===== config.mk =====
export PLATFORM = sky130hd
export DESIGN_NAME = mbx_engine
export DESIGN_NICKNAME = d
export VERILOG_FILES = /design/src/rtl/mbx_pkg.sv /design/src/rtl/mbx_datapath.sv /design/src/rtl/mbx_ctrl.sv /design/src/rtl/mbx_engine.sv
export SDC_FILE = /design/constraint.sdc
export NUM_CORES = 2
export LEC_CHECK = 0
export ABC_AREA = 1
export ABC_CLOCK_PERIOD_IN_PS = 30200
export BUFFER_PORTS_ARGS = -buffer_cell sky130_fd_sc_hd__buf_2
export CAP_MARGIN = 20
export CORE_ASPECT_RATIO = 0.9
export CORE_MARGIN = 2
export CORE_UTILIZATION = 50
export CTS_BUF_LIST = sky130_fd_sc_hd__clkbuf_8
export CTS_CLUSTER_SIZE = 20
export DETAILED_ROUTE_END_ITERATION = 10
export PLACE_DENSITY = 0.7
export SYNTH_ARGS = -nofsm -noshare
export SYNTH_HDL_FRONTEND = slang
export SYNTH_SLANG_ARGS = --single-unit

===== constraint.sdc =====
create_clock -name clk -period 30.2 [get_ports clk]
set_clock_uncertainty 0.05 [all_clocks]
set_input_delay 6.04 -clock clk [delete_from_list [all_inputs] [get_ports clk]]
set_output_delay 6.04 -clock clk [all_outputs]
set_load 0.005 [all_outputs]

===== src/rtl/mbx_pkg.sv =====
package mbx_pkg;

  localparam logic [7:0] MB_IDLE = 8'd0;
  localparam logic [7:0] MB_NEW  = 8'd1;
  localparam logic [7:0] MB_RCVD = 8'd2;
  localparam logic [7:0] MB_DONE = 8'd3;

  typedef enum logic [1:0] {
    AK_SEND_ST,
    AK_RECV_ST,
    AK_SEND_BUF,
    AK_RECV_BUF
  } addrKind_t;

  typedef enum logic [1:0] {
    RO_NONE,
    RO_READ,
    RO_WR_STATE,
    RO_WR_BYTE
  } ramOp_t;

  typedef struct packed {
    ramOp_t     op;
    addrKind_t  kind;
    logic [7:0] stateVal;
    logic       loadPend;
    logic       loadReply;
    logic       shiftTx;
    logic       shiftRx;
  } dpStrobe_t;

endpackage


===== src/rtl/mbx_datapath.sv =====
module mbx_datapath
  import mbx_pkg::*;
#(
  parameter int NUM_CHAN        = 7,
  parameter int MSG_BYTES       = 32,
  parameter int ADDR_W          = 10,
  parameter int CHW             = 3,
  parameter int IDXW            = 5,
  parameter int SEND_BUF_BASE   = 0,
  parameter int RECV_BUF_BASE   = 256,
  parameter int SEND_STATE_BASE = 512,
  parameter int RECV_STATE_BASE = 520,
  localparam int MSG_W          = MSG_BYTES * 8
) (
  input  logic              clk,
  input  dpStrobe_t         strb,
  input  logic [CHW-1:0]    curChan,
  input  logic [IDXW-1:0]   byteIdx,
  input  logic              sendAccept,
  input  logic [CHW-1:0]    sendChan,
  input  logic [MSG_W-1:0]  sendData,
  input  logic [MSG_W-1:0]  rxReplyData,
  input  logic [7:0]        ramRdata,
  output logic [ADDR_W-1:0] ramAddr,
  output logic              ramWe,
  output logic [7:0]        ramWdata,
  output logic [MSG_W-1:0]  msgData
);

  logic [MSG_W-1:0] pendData [NUM_CHAN];
  logic [MSG_W-1:0] pendSel;
  logic [MSG_W-1:0] txReg;
  logic [MSG_W-1:0] msgReg;
  logic [ADDR_W-1:0] bufOffset;

  // one holding register per channel
  for (genvar ch = 0; ch < NUM_CHAN; ch++) begin : g_hold
    always_ff @(posedge clk) begin
      if (sendAccept && sendChan == CHW'(ch)) pendData[ch] <= sendData;
    end
  end

  always_comb begin
    pendSel = '0;
    for (int i = 0; i < NUM_CHAN; i++) begin
      if (curChan == CHW'(i)) pendSel = pendData[i];
    end
  end

  // outbound byte stream: byte 0 leaves first
  always_ff @(posedge clk) begin
    if (strb.loadPend)       txReg <= pendSel;
    else if (strb.loadReply) txReg <= rxReplyData;
    else if (strb.shiftTx)   txReg <= txReg >> 8;
  end

  // inbound byte stream: byte 0 ends in the low byte
  always_ff @(posedge clk) begin
    if (strb.shiftRx) msgReg <= {ramRdata, msgReg[MSG_W-1:8]};
  end

  assign msgData   = msgReg;
  assign bufOffset = ADDR_W'(curChan) * ADDR_W'(MSG_BYTES) + ADDR_W'(byteIdx);

  always_comb begin
    unique case (strb.kind)
      AK_SEND_ST:  ramAddr = ADDR_W'(SEND_STATE_BASE) + ADDR_W'(curChan);
      AK_RECV_ST:  ramAddr = ADDR_W'(RECV_STATE_BASE) + ADDR_W'(curChan);
      AK_SEND_BUF: ramAddr = ADDR_W'(SEND_BUF_BASE) + bufOffset;
      default:     ramAddr = ADDR_W'(RECV_BUF_BASE) + bufOffset;
    endcase
  end

  assign ramWe    = (strb.op == RO_WR_STATE) || (strb.op == RO_WR_BYTE);
  assign ramWdata = (strb.op == RO_WR_STATE) ? strb.stateVal : txReg[7:0];

endmodule


===== src/rtl/mbx_ctrl.sv =====
module mbx_ctrl
  import mbx_pkg::*;
#(
  parameter int NUM_CHAN  = 7,
  parameter int MSG_BYTES = 32,
  parameter int CHW       = 3,
  parameter int IDXW      = 5
) (
  input  logic                clk,
  input  logic                rstN,
  input  logic                irqSend,
  input  logic                irqRecv,
  input  logic                sendValid,
  input  logic [CHW-1:0]      sendChan,
  input  logic [NUM_CHAN-1:0] rxClaim,
  input  logic                rxReplyValid,
  input  logic [7:0]          stateRd,
  output dpStrobe_t           strb,
  output logic [CHW-1:0]      curChan,
  output logic [IDXW-1:0]     byteIdx,
  output logic                sendAccept,
  output logic                sendBusy,
  output logic                doorbell,
  output logic                replyValid,
  output logic                rxValid
);

  typedef enum logic [3:0] {
    S_IDLE, S_ST_RD, S_ST_CHK, S_RD_BUF, S_RD_TAIL, S_WR_IDLE,
    S_WR_RCVD, S_WAIT, S_WR_BUF, S_WR_FINAL, S_BELL, S_NEXT
  } fsm_t;

  typedef enum logic [1:0] { MD_SEND_SCAN, MD_RECV_SCAN, MD_TRY } mode_t;

  localparam logic [IDXW-1:0] LAST_IDX  = IDXW'(MSG_BYTES - 1);
  localparam logic [CHW-1:0]  LAST_CHAN = CHW'(NUM_CHAN - 1);

  fsm_t  st_q, stNext;
  mode_t mode_q, modeNext;
  logic [CHW-1:0]  chan_q, chanNext;
  logic [IDXW-1:0] idx_q, idxNext;
  logic [NUM_CHAN-1:0] pendValid_q, pendTry_q, inFlight_q;
  logic int0Pend_q, int1Pend_q;
  logic take0, take1, sendCur, clrTryCur, clrFlightCur;
  logic curPend, curClaim, curFlight, anyTry, isRecv;
  logic [CHW-1:0] firstTry;

  assign isRecv = (mode_q == MD_RECV_SCAN);

  always_comb begin
    curPend = 1'b0; curClaim = 1'b0; curFlight = 1'b0;
    for (int i = 0; i < NUM_CHAN; i++) begin
      if (chan_q == CHW'(i)) begin
        curPend   = pendValid_q[i];
        curClaim  = rxClaim[i];
        curFlight = inFlight_q[i];
      end
    end
  end

  always_comb begin
    firstTry = '0;
    for (int i = NUM_CHAN - 1; i >= 0; i--) begin
      if (pendTry_q[i]) firstTry = CHW'(i);
    end
  end
  assign anyTry = |pendTry_q;

  always_comb begin
    sendBusy = 1'b1;
    for (int i = 0; i < NUM_CHAN; i++) begin
      if (sendChan == CHW'(i)) sendBusy = pendValid_q[i];
    end
  end
  assign sendAccept = sendValid && !sendBusy;

  always_comb begin
    stNext = st_q; modeNext = mode_q; chanNext = chan_q; idxNext = idx_q;
    strb = '{op: RO_NONE, kind: AK_SEND_ST, stateVal: MB_IDLE,
             loadPend: 1'b0, loadReply: 1'b0, shiftTx: 1'b0, shiftRx: 1'b0};
    take0 = 1'b0; take1 = 1'b0; sendCur = 1'b0; clrTryCur = 1'b0; clrFlightCur = 1'b0;
    doorbell = 1'b0; replyValid = 1'b0; rxValid = 1'b0;
    unique case (st_q)
      S_IDLE: begin
        chanNext = '0;
        if (int0Pend_q) begin
          take0 = 1'b1; modeNext = MD_SEND_SCAN; stNext = S_ST_RD;
        end else if (int1Pend_q) begin
          take1 = 1'b1; modeNext = MD_RECV_SCAN; stNext = S_ST_RD;
        end else if (anyTry) begin
          modeNext = MD_TRY; chanNext = firstTry; stNext = S_ST_RD;
        end
      end
      S_ST_RD: begin
        strb.op = RO_READ;
        strb.kind = isRecv ? AK_RECV_ST : AK_SEND_ST;
        stNext = S_ST_CHK;
      end
      S_ST_CHK: begin
        idxNext = '0;
        unique case (mode_q)
          MD_SEND_SCAN: stNext = (stateRd == MB_DONE) ? S_RD_BUF : S_NEXT;
          MD_RECV_SCAN: stNext = (stateRd == MB_NEW)  ? S_RD_BUF : S_NEXT;
          default: begin
            clrTryCur = 1'b1;
            if (stateRd == MB_IDLE) begin
              strb.loadPend = 1'b1; sendCur = 1'b1; stNext = S_WR_BUF;
            end else begin
              stNext = S_IDLE;
            end
          end
        endcase
      end
      S_RD_BUF: begin
        strb.op = RO_READ;
        strb.kind = isRecv ? AK_RECV_BUF : AK_SEND_BUF;
        strb.shiftRx = (idx_q != '0);
        idxNext = idx_q + 1'b1;
        if (idx_q == LAST_IDX) stNext = S_RD_TAIL;
      end
      S_RD_TAIL: begin
        strb.shiftRx = 1'b1;
        stNext = isRecv ? S_WR_RCVD : S_WR_IDLE;
      end
      S_WR_IDLE: begin
        strb.op = RO_WR_STATE; strb.kind = AK_SEND_ST; strb.stateVal = MB_IDLE;
        replyValid = curFlight;
        clrFlightCur = 1'b1;
        idxNext = '0;
        if (curPend) begin
          strb.loadPend = 1'b1; sendCur = 1'b1; stNext = S_WR_BUF;
        end else begin
          stNext = S_NEXT;
        end
      end
      S_WR_RCVD: begin
        strb.op = RO_WR_STATE; strb.kind = AK_RECV_ST; strb.stateVal = MB_RCVD;
        rxValid = curClaim;
        idxNext = '0;
        stNext = curClaim ? S_WAIT : S_WR_FINAL;
      end
      S_WAIT: begin
        strb.loadReply = rxReplyValid;
        if (rxReplyValid) stNext = S_WR_BUF;
      end
      S_WR_BUF: begin
        strb.op = RO_WR_BYTE;
        strb.kind = isRecv ? AK_RECV_BUF : AK_SEND_BUF;
        strb.shiftTx = 1'b1;
        idxNext = idx_q + 1'b1;
        if (idx_q == LAST_IDX) stNext = S_WR_FINAL;
      end
      S_WR_FINAL: begin
        strb.op = RO_WR_STATE;
        strb.kind = isRecv ? AK_RECV_ST : AK_SEND_ST;
        strb.stateVal = isRecv ? MB_DONE : MB_NEW;
        stNext = S_BELL;
      end
      S_BELL: begin
        doorbell = 1'b1;
        stNext = (mode_q == MD_TRY) ? S_IDLE : S_NEXT;
      end
      default: begin
        if (chan_q == LAST_CHAN) begin
          stNext = S_IDLE;
        end else begin
          chanNext = chan_q + 1'b1;
          stNext = S_ST_RD;
        end
      end
    endcase
  end

  always_ff @(posedge clk) begin
    if (!rstN) begin
      st_q <= S_IDLE; mode_q <= MD_SEND_SCAN; chan_q <= '0; idx_q <= '0;
      int0Pend_q <= 1'b0; int1Pend_q <= 1'b0;
      pendValid_q <= '0; pendTry_q <= '0; inFlight_q <= '0;
    end else begin
      st_q <= stNext; mode_q <= modeNext; chan_q <= chanNext; idx_q <= idxNext;
      int0Pend_q <= (int0Pend_q && !take0) || irqSend;
      int1Pend_q <= (int1Pend_q && !take1) || irqRecv;
      for (int i = 0; i < NUM_CHAN; i++) begin
        if (chan_q == CHW'(i)) begin
          if (clrTryCur)    pendTry_q[i]  <= 1'b0;
          if (clrFlightCur) inFlight_q[i] <= 1'b0;
          if (sendCur) begin
            pendValid_q[i] <= 1'b0;
            pendTry_q[i]   <= 1'b0;
            inFlight_q[i]  <= 1'b1;
          end
        end
        if (sendAccept && sendChan == CHW'(i)) begin
          pendValid_q[i] <= 1'b1;
          pendTry_q[i]   <= 1'b1;
        end
      end
    end
  end

  assign curChan = chan_q;
  assign byteIdx = idx_q;

  // a held message only leaves through the send step
  AST_HOLD_CLEARED_BY_SEND: assert property (@(posedge clk) disable iff (!rstN)
    ($countones(pendValid_q) < $countones($past(pendValid_q))) |-> $past(sendCur));

endmodule


===== src/rtl/mbx_engine.sv =====
module mbx_engine
  import mbx_pkg::*;
#(
  parameter int NUM_CHAN        = 7,
  parameter int MSG_BYTES       = 32,
  parameter int ADDR_W          = 10,
  parameter int SEND_BUF_BASE   = 0,
  parameter int RECV_BUF_BASE   = 256,
  parameter int SEND_STATE_BASE = 512,
  parameter int RECV_STATE_BASE = 520,
  localparam int MSG_W          = MSG_BYTES * 8,
  localparam int CHW            = (NUM_CHAN > 1) ? $clog2(NUM_CHAN) : 1,
  localparam int IDXW           = $clog2(MSG_BYTES)
) (
  input  logic                clk,
  input  logic                rstN,
  input  logic                sendValid,
  input  logic [CHW-1:0]      sendChan,
  input  logic [MSG_W-1:0]    sendData,
  output logic                sendBusy,
  output logic                replyValid,
  output logic [CHW-1:0]      replyChan,
  output logic [MSG_W-1:0]    replyData,
  input  logic [NUM_CHAN-1:0] rxClaim,
  output logic                rxValid,
  output logic [CHW-1:0]      rxChan,
  output logic [MSG_W-1:0]    rxData,
  input  logic                rxReplyValid,
  input  logic [MSG_W-1:0]    rxReplyData,
  input  logic                irqSendDone,
  input  logic                irqRecvNew,
  output logic                doorbell,
  output logic [ADDR_W-1:0]   ramAddr,
  output logic                ramWe,
  output logic [7:0]          ramWdata,
  input  logic [7:0]          ramRdata
);

  dpStrobe_t        strb;
  logic [CHW-1:0]   curChan;
  logic [IDXW-1:0]  byteIdx;
  logic             sendAccept;
  logic [MSG_W-1:0] msgData;

  mbx_ctrl #(
    .NUM_CHAN(NUM_CHAN), .MSG_BYTES(MSG_BYTES), .CHW(CHW), .IDXW(IDXW)
  ) u_ctrl (
    .clk(clk), .rstN(rstN), .irqSend(irqSendDone), .irqRecv(irqRecvNew),
    .sendValid(sendValid), .sendChan(sendChan), .rxClaim(rxClaim),
    .rxReplyValid(rxReplyValid), .stateRd(ramRdata), .strb(strb),
    .curChan(curChan), .byteIdx(byteIdx), .sendAccept(sendAccept),
    .sendBusy(sendBusy), .doorbell(doorbell), .replyValid(replyValid),
    .rxValid(rxValid)
  );

  mbx_datapath #(
    .NUM_CHAN(NUM_CHAN), .MSG_BYTES(MSG_BYTES), .ADDR_W(ADDR_W), .CHW(CHW),
    .IDXW(IDXW), .SEND_BUF_BASE(SEND_BUF_BASE), .RECV_BUF_BASE(RECV_BUF_BASE),
    .SEND_STATE_BASE(SEND_STATE_BASE), .RECV_STATE_BASE(RECV_STATE_BASE)
  ) u_dp (
    .clk(clk), .strb(strb), .curChan(curChan), .byteIdx(byteIdx),
    .sendAccept(sendAccept), .sendChan(sendChan), .sendData(sendData),
    .rxReplyData(rxReplyData), .ramRdata(ramRdata), .ramAddr(ramAddr),
    .ramWe(ramWe), .ramWdata(ramWdata), .msgData(msgData)
  );

  assign replyChan = curChan;
  assign rxChan    = curChan;
  assign replyData = msgData;
  assign rxData    = msgData;

  AST_BELL_AFTER_MARK: assert property (@(posedge clk) disable iff (!rstN)
    doorbell |-> ($past(ramWe) && ($past(ramWdata) == MB_NEW || $past(ramWdata) == MB_DONE)));
  AST_RECV_NEVER_IDLE: assert property (@(posedge clk) disable iff (!rstN)
    (ramWe && ramAddr >= ADDR_W'(RECV_STATE_BASE) && ramAddr < ADDR_W'(RECV_STATE_BASE + NUM_CHAN))
      |-> (ramWdata != MB_IDLE));
  AST_REPLY_PULSE: assert property (@(posedge clk) disable iff (!rstN)
    replyValid |=> !replyValid);
  AST_RX_THEN_WAIT: assert property (@(posedge clk) disable iff (!rstN)
    rxValid |=> (!ramWe && !rxValid));

endmodule


==> results_dict.tcl <==
set metrics [dict create \
    wl_per_cell_um 27.1 \
    fin_tns_setup_ps 0 \
    synthTopCellsByCount "nand2_1, edfxtp_1, nor2_1, buf_4, a21oi_1" \
    synth_top_area_frac 0.731 \
    cp_max_fo 8 \
    place_congestion 1.11 \
    first_pass_iters 7 \
    vias 65100 \
    gr-usage-met2 0.477 \
    yosys.area.top_type "edfxtp_1" \
    status "completed" \
    p_per_area_mw_per_mm2 73.6 \
    clk_latency_ps 1040 \
    cp.arrival_ps 7560 \
    via_per_inst 5.68 \
    synth.distinct_cells 39 \
    synth-simple-area-share 0.144 \
    grt_setup_unrepaired "no" \
    ir_drop_v 0.000142 \
    muxShareOfSynthArea 0 \
    setup_violations 0 \
    synth-seq-cells 2341 \
    fmax_mhz 73.3 \
    die-area_mm2 0.193 \
    grt_busiest_layer "met2" \
    synth-main-ff-cell "edfxtp_1" \
    hp-class "reg -> reg" \
    yosys_warnings 0 \
    grt_max_degree 195 \
    grtUsageMet3 0.0748 \
    fillers 15500 \
    critPathCaptureType "output port" \
    synth_fa_ha_area_frac 0.00106 \
    yosysSeqAreaShare 0.739 \
    r2r_cells 15 \
    layout.cells.non_filler 11400 \
    core_area_mm2 0.188 \
    ios 1077 \
    syn_to_final_growth_pct 12.9 \
    synthTopCellsByArea "edfxtp_1, nand2_1, nor2_1, buf_4, o211ai_1" \
    die_h_um 417 \
    synth_nets 8306 \
    worst_pin_slew_ps 1320 \
    grt_antenna_before_repair 157 \
    die_w_um 463 \
    postCtsSetupRepairBufs 0 \
    cts_tree "built" \
    cap_violations 0 \
    synthCells 7762 \
    dp_hpwl_um 193000 \
    ctsResizeCount 0 \
    use_met1 0.422 \
    hold_depth 0 \
    drive_above_1_share 0.183 \
    slew_headroom 0.118 \
    post-place-cells 10700 \
    htreeDepth 5 \
    setup.worst_path.class "in -> out" \
    grt_pass1_wl_um 433000 \
    wirelength_um 310000 \
    finalMaxSlewViolations 0 \
    grt_overflow_total 0 \
    grt_use_total 0.312 \
    portBuffers 1076 \
    clk_path_buf_depth 4 \
    start_util 0.503 \
    ys_async_sr_fraction 0 \
    grt_pass1_vias 59700 \
    cts_root_buf "clkbuf_8" \
    leakage_nw 39.5 \
    start_kind "primary input" \
    hold_violations 0 \
    final_nets 9118 \
    clock-sinks 2341 \
    fin_crit_ps 13650 \
    final.period_utilization 0.452 \
    syn_avg_cell_area_um2 12.2 \
    synth_area_mm2 0.0946 \
    path_clk_slew_ps 70 \
    holdBufCountCts 0 \
    synth_compound_area_frac 0.0688 \
    synth_xor_area_frac 0.0000925 \
    synth_edf_count 2304 \
    hold_ws_ps 405 \
    rows 151 \
    cts_buffers 377 \
    drt_iter0_drc 7948 \
    postRouteAntennaNets 0 \
    synth_top_family_by_area "simple AND/OR/NAND/NOR gates" \
    drc 0 \
    synth_most_common_cell "nand2_1" \
    critPathRequiredTime_ps 24110 \
]
-- area by class of cell --
cell class,count,area (um^2),area share
Tap cell,2524,3160,0.0295
Sequential cell,2341,69900,0.654
Timing Repair Buffer,1148,6070,0.0568
Clock buffer,385,5300,0.0496
Antenna cell,79,198,0.00185
Multi-Input combinational cell,4626,20400,0.190
Clock inverter,266,1500,0.0140
Inverter,80,385,0.00361
-- per-stage QoR --
step | util | total power, W | worst slack, ps | area (um^2)
6_report | 0.568 | 0.00787 | 16550 | 107000
5_1_grt | 0.568 | 0.00821 | 16490 | 107000
4_1_cts | 0.567 | 0.00790 | 16580 | 107000
3_5_place_dp | 0.531 | 0.00538 | 16580 | 99900
3_3_place_gp | 0.531 | 0.00534 | 16510 | 99900
2_1_floorplan | - | 0.00493 | 14960 | 94600
-- path summary, 6_finish.rpt --
check               startpoint                 to  slack, ps
max                sendChan[2]           sendBusy      16550
min          u_dp.msgData[193]  u_dp.msgData[185]        400
max reg2reg  u_ctrl.curChan[2]    u_dp.txReg[187]      23710
min reg2reg  u_dp.msgData[193]  u_dp.msgData[185]        400
-- per-layer routing --
layer / routed length (um) / vias to the layer above
met1: 123000 / 32000
li1: - / 28800
met2: 144000 / 3487
met4: 14300 / 62
met5: 553 / -
met3: 28500 / 686
-- worst max-delay path, cell delays in order --
cell	delay, ps
buf_2	100
inv_1	130
nand3_1	110
or2_2	290
o2111ai_1	120
nand2_1	80
nand2_1	200
nand2_1	260
buf_2	210
-- placed cells by master (no fill, tap or decap), types with 13 or more instances in the layout --
cell type  synthesis  final
nand3_1          270    270
a21oi_1          295    295
o21ai_0           84     84
a31oi_1          248    248
bufinv_16          0     16
diode_2            0     79
dfxtp_1           37     37
inv_1             74    179
nand4_1           13     13
buf_2            132   1076
nor2_1           789    789
clkinv_2           0     31
buf_4            332     61
clkinv_1           0     97
o211ai_1         262    262
nand2_1         2417   2414
clkbuf_8           0    385
o21ai_1          203    203
edfxtp_1        2304   2304
-- logic make-up after synthesis --
kind of cell / count (synthesis)
fa+ha+maj: 8
xor+xnor: 1
flops: 2341
simple gates: 3515
buf+inv: 795
compound gates: 1102
-- registers in the layout, indices dropped and copies added (netlist names) --
register	cells
u_dp.msgData	256
u_ctrl.byteIdx	5
u_ctrl.inFlight_q	7
u_ctrl.pendValid_q	7
u_ctrl.curChan	3
u_ctrl.int1Pend_q	1
u_dp.txReg	256
u_ctrl.pendTry_q	7
u_ctrl.int0Pend_q	1
u_dp.pendData	1792
u_ctrl.st_q	4
u_ctrl.mode_q	2
-- report_power, final --
| group | total, W | internal [W] | switching, W |
|---|---|---|---|
| Clock | 0.00254 | 0.00131 | 0.00123 |
| Combinational | 0.00153 | 0.000498 | 0.00103 |
| Sequential | 0.00379 | 0.00374 | 0.0000583 |
| Total | 0.00787 | 0.00555 | 0.00232 |
No activity file was read; power rests on OpenSTA's default activity.
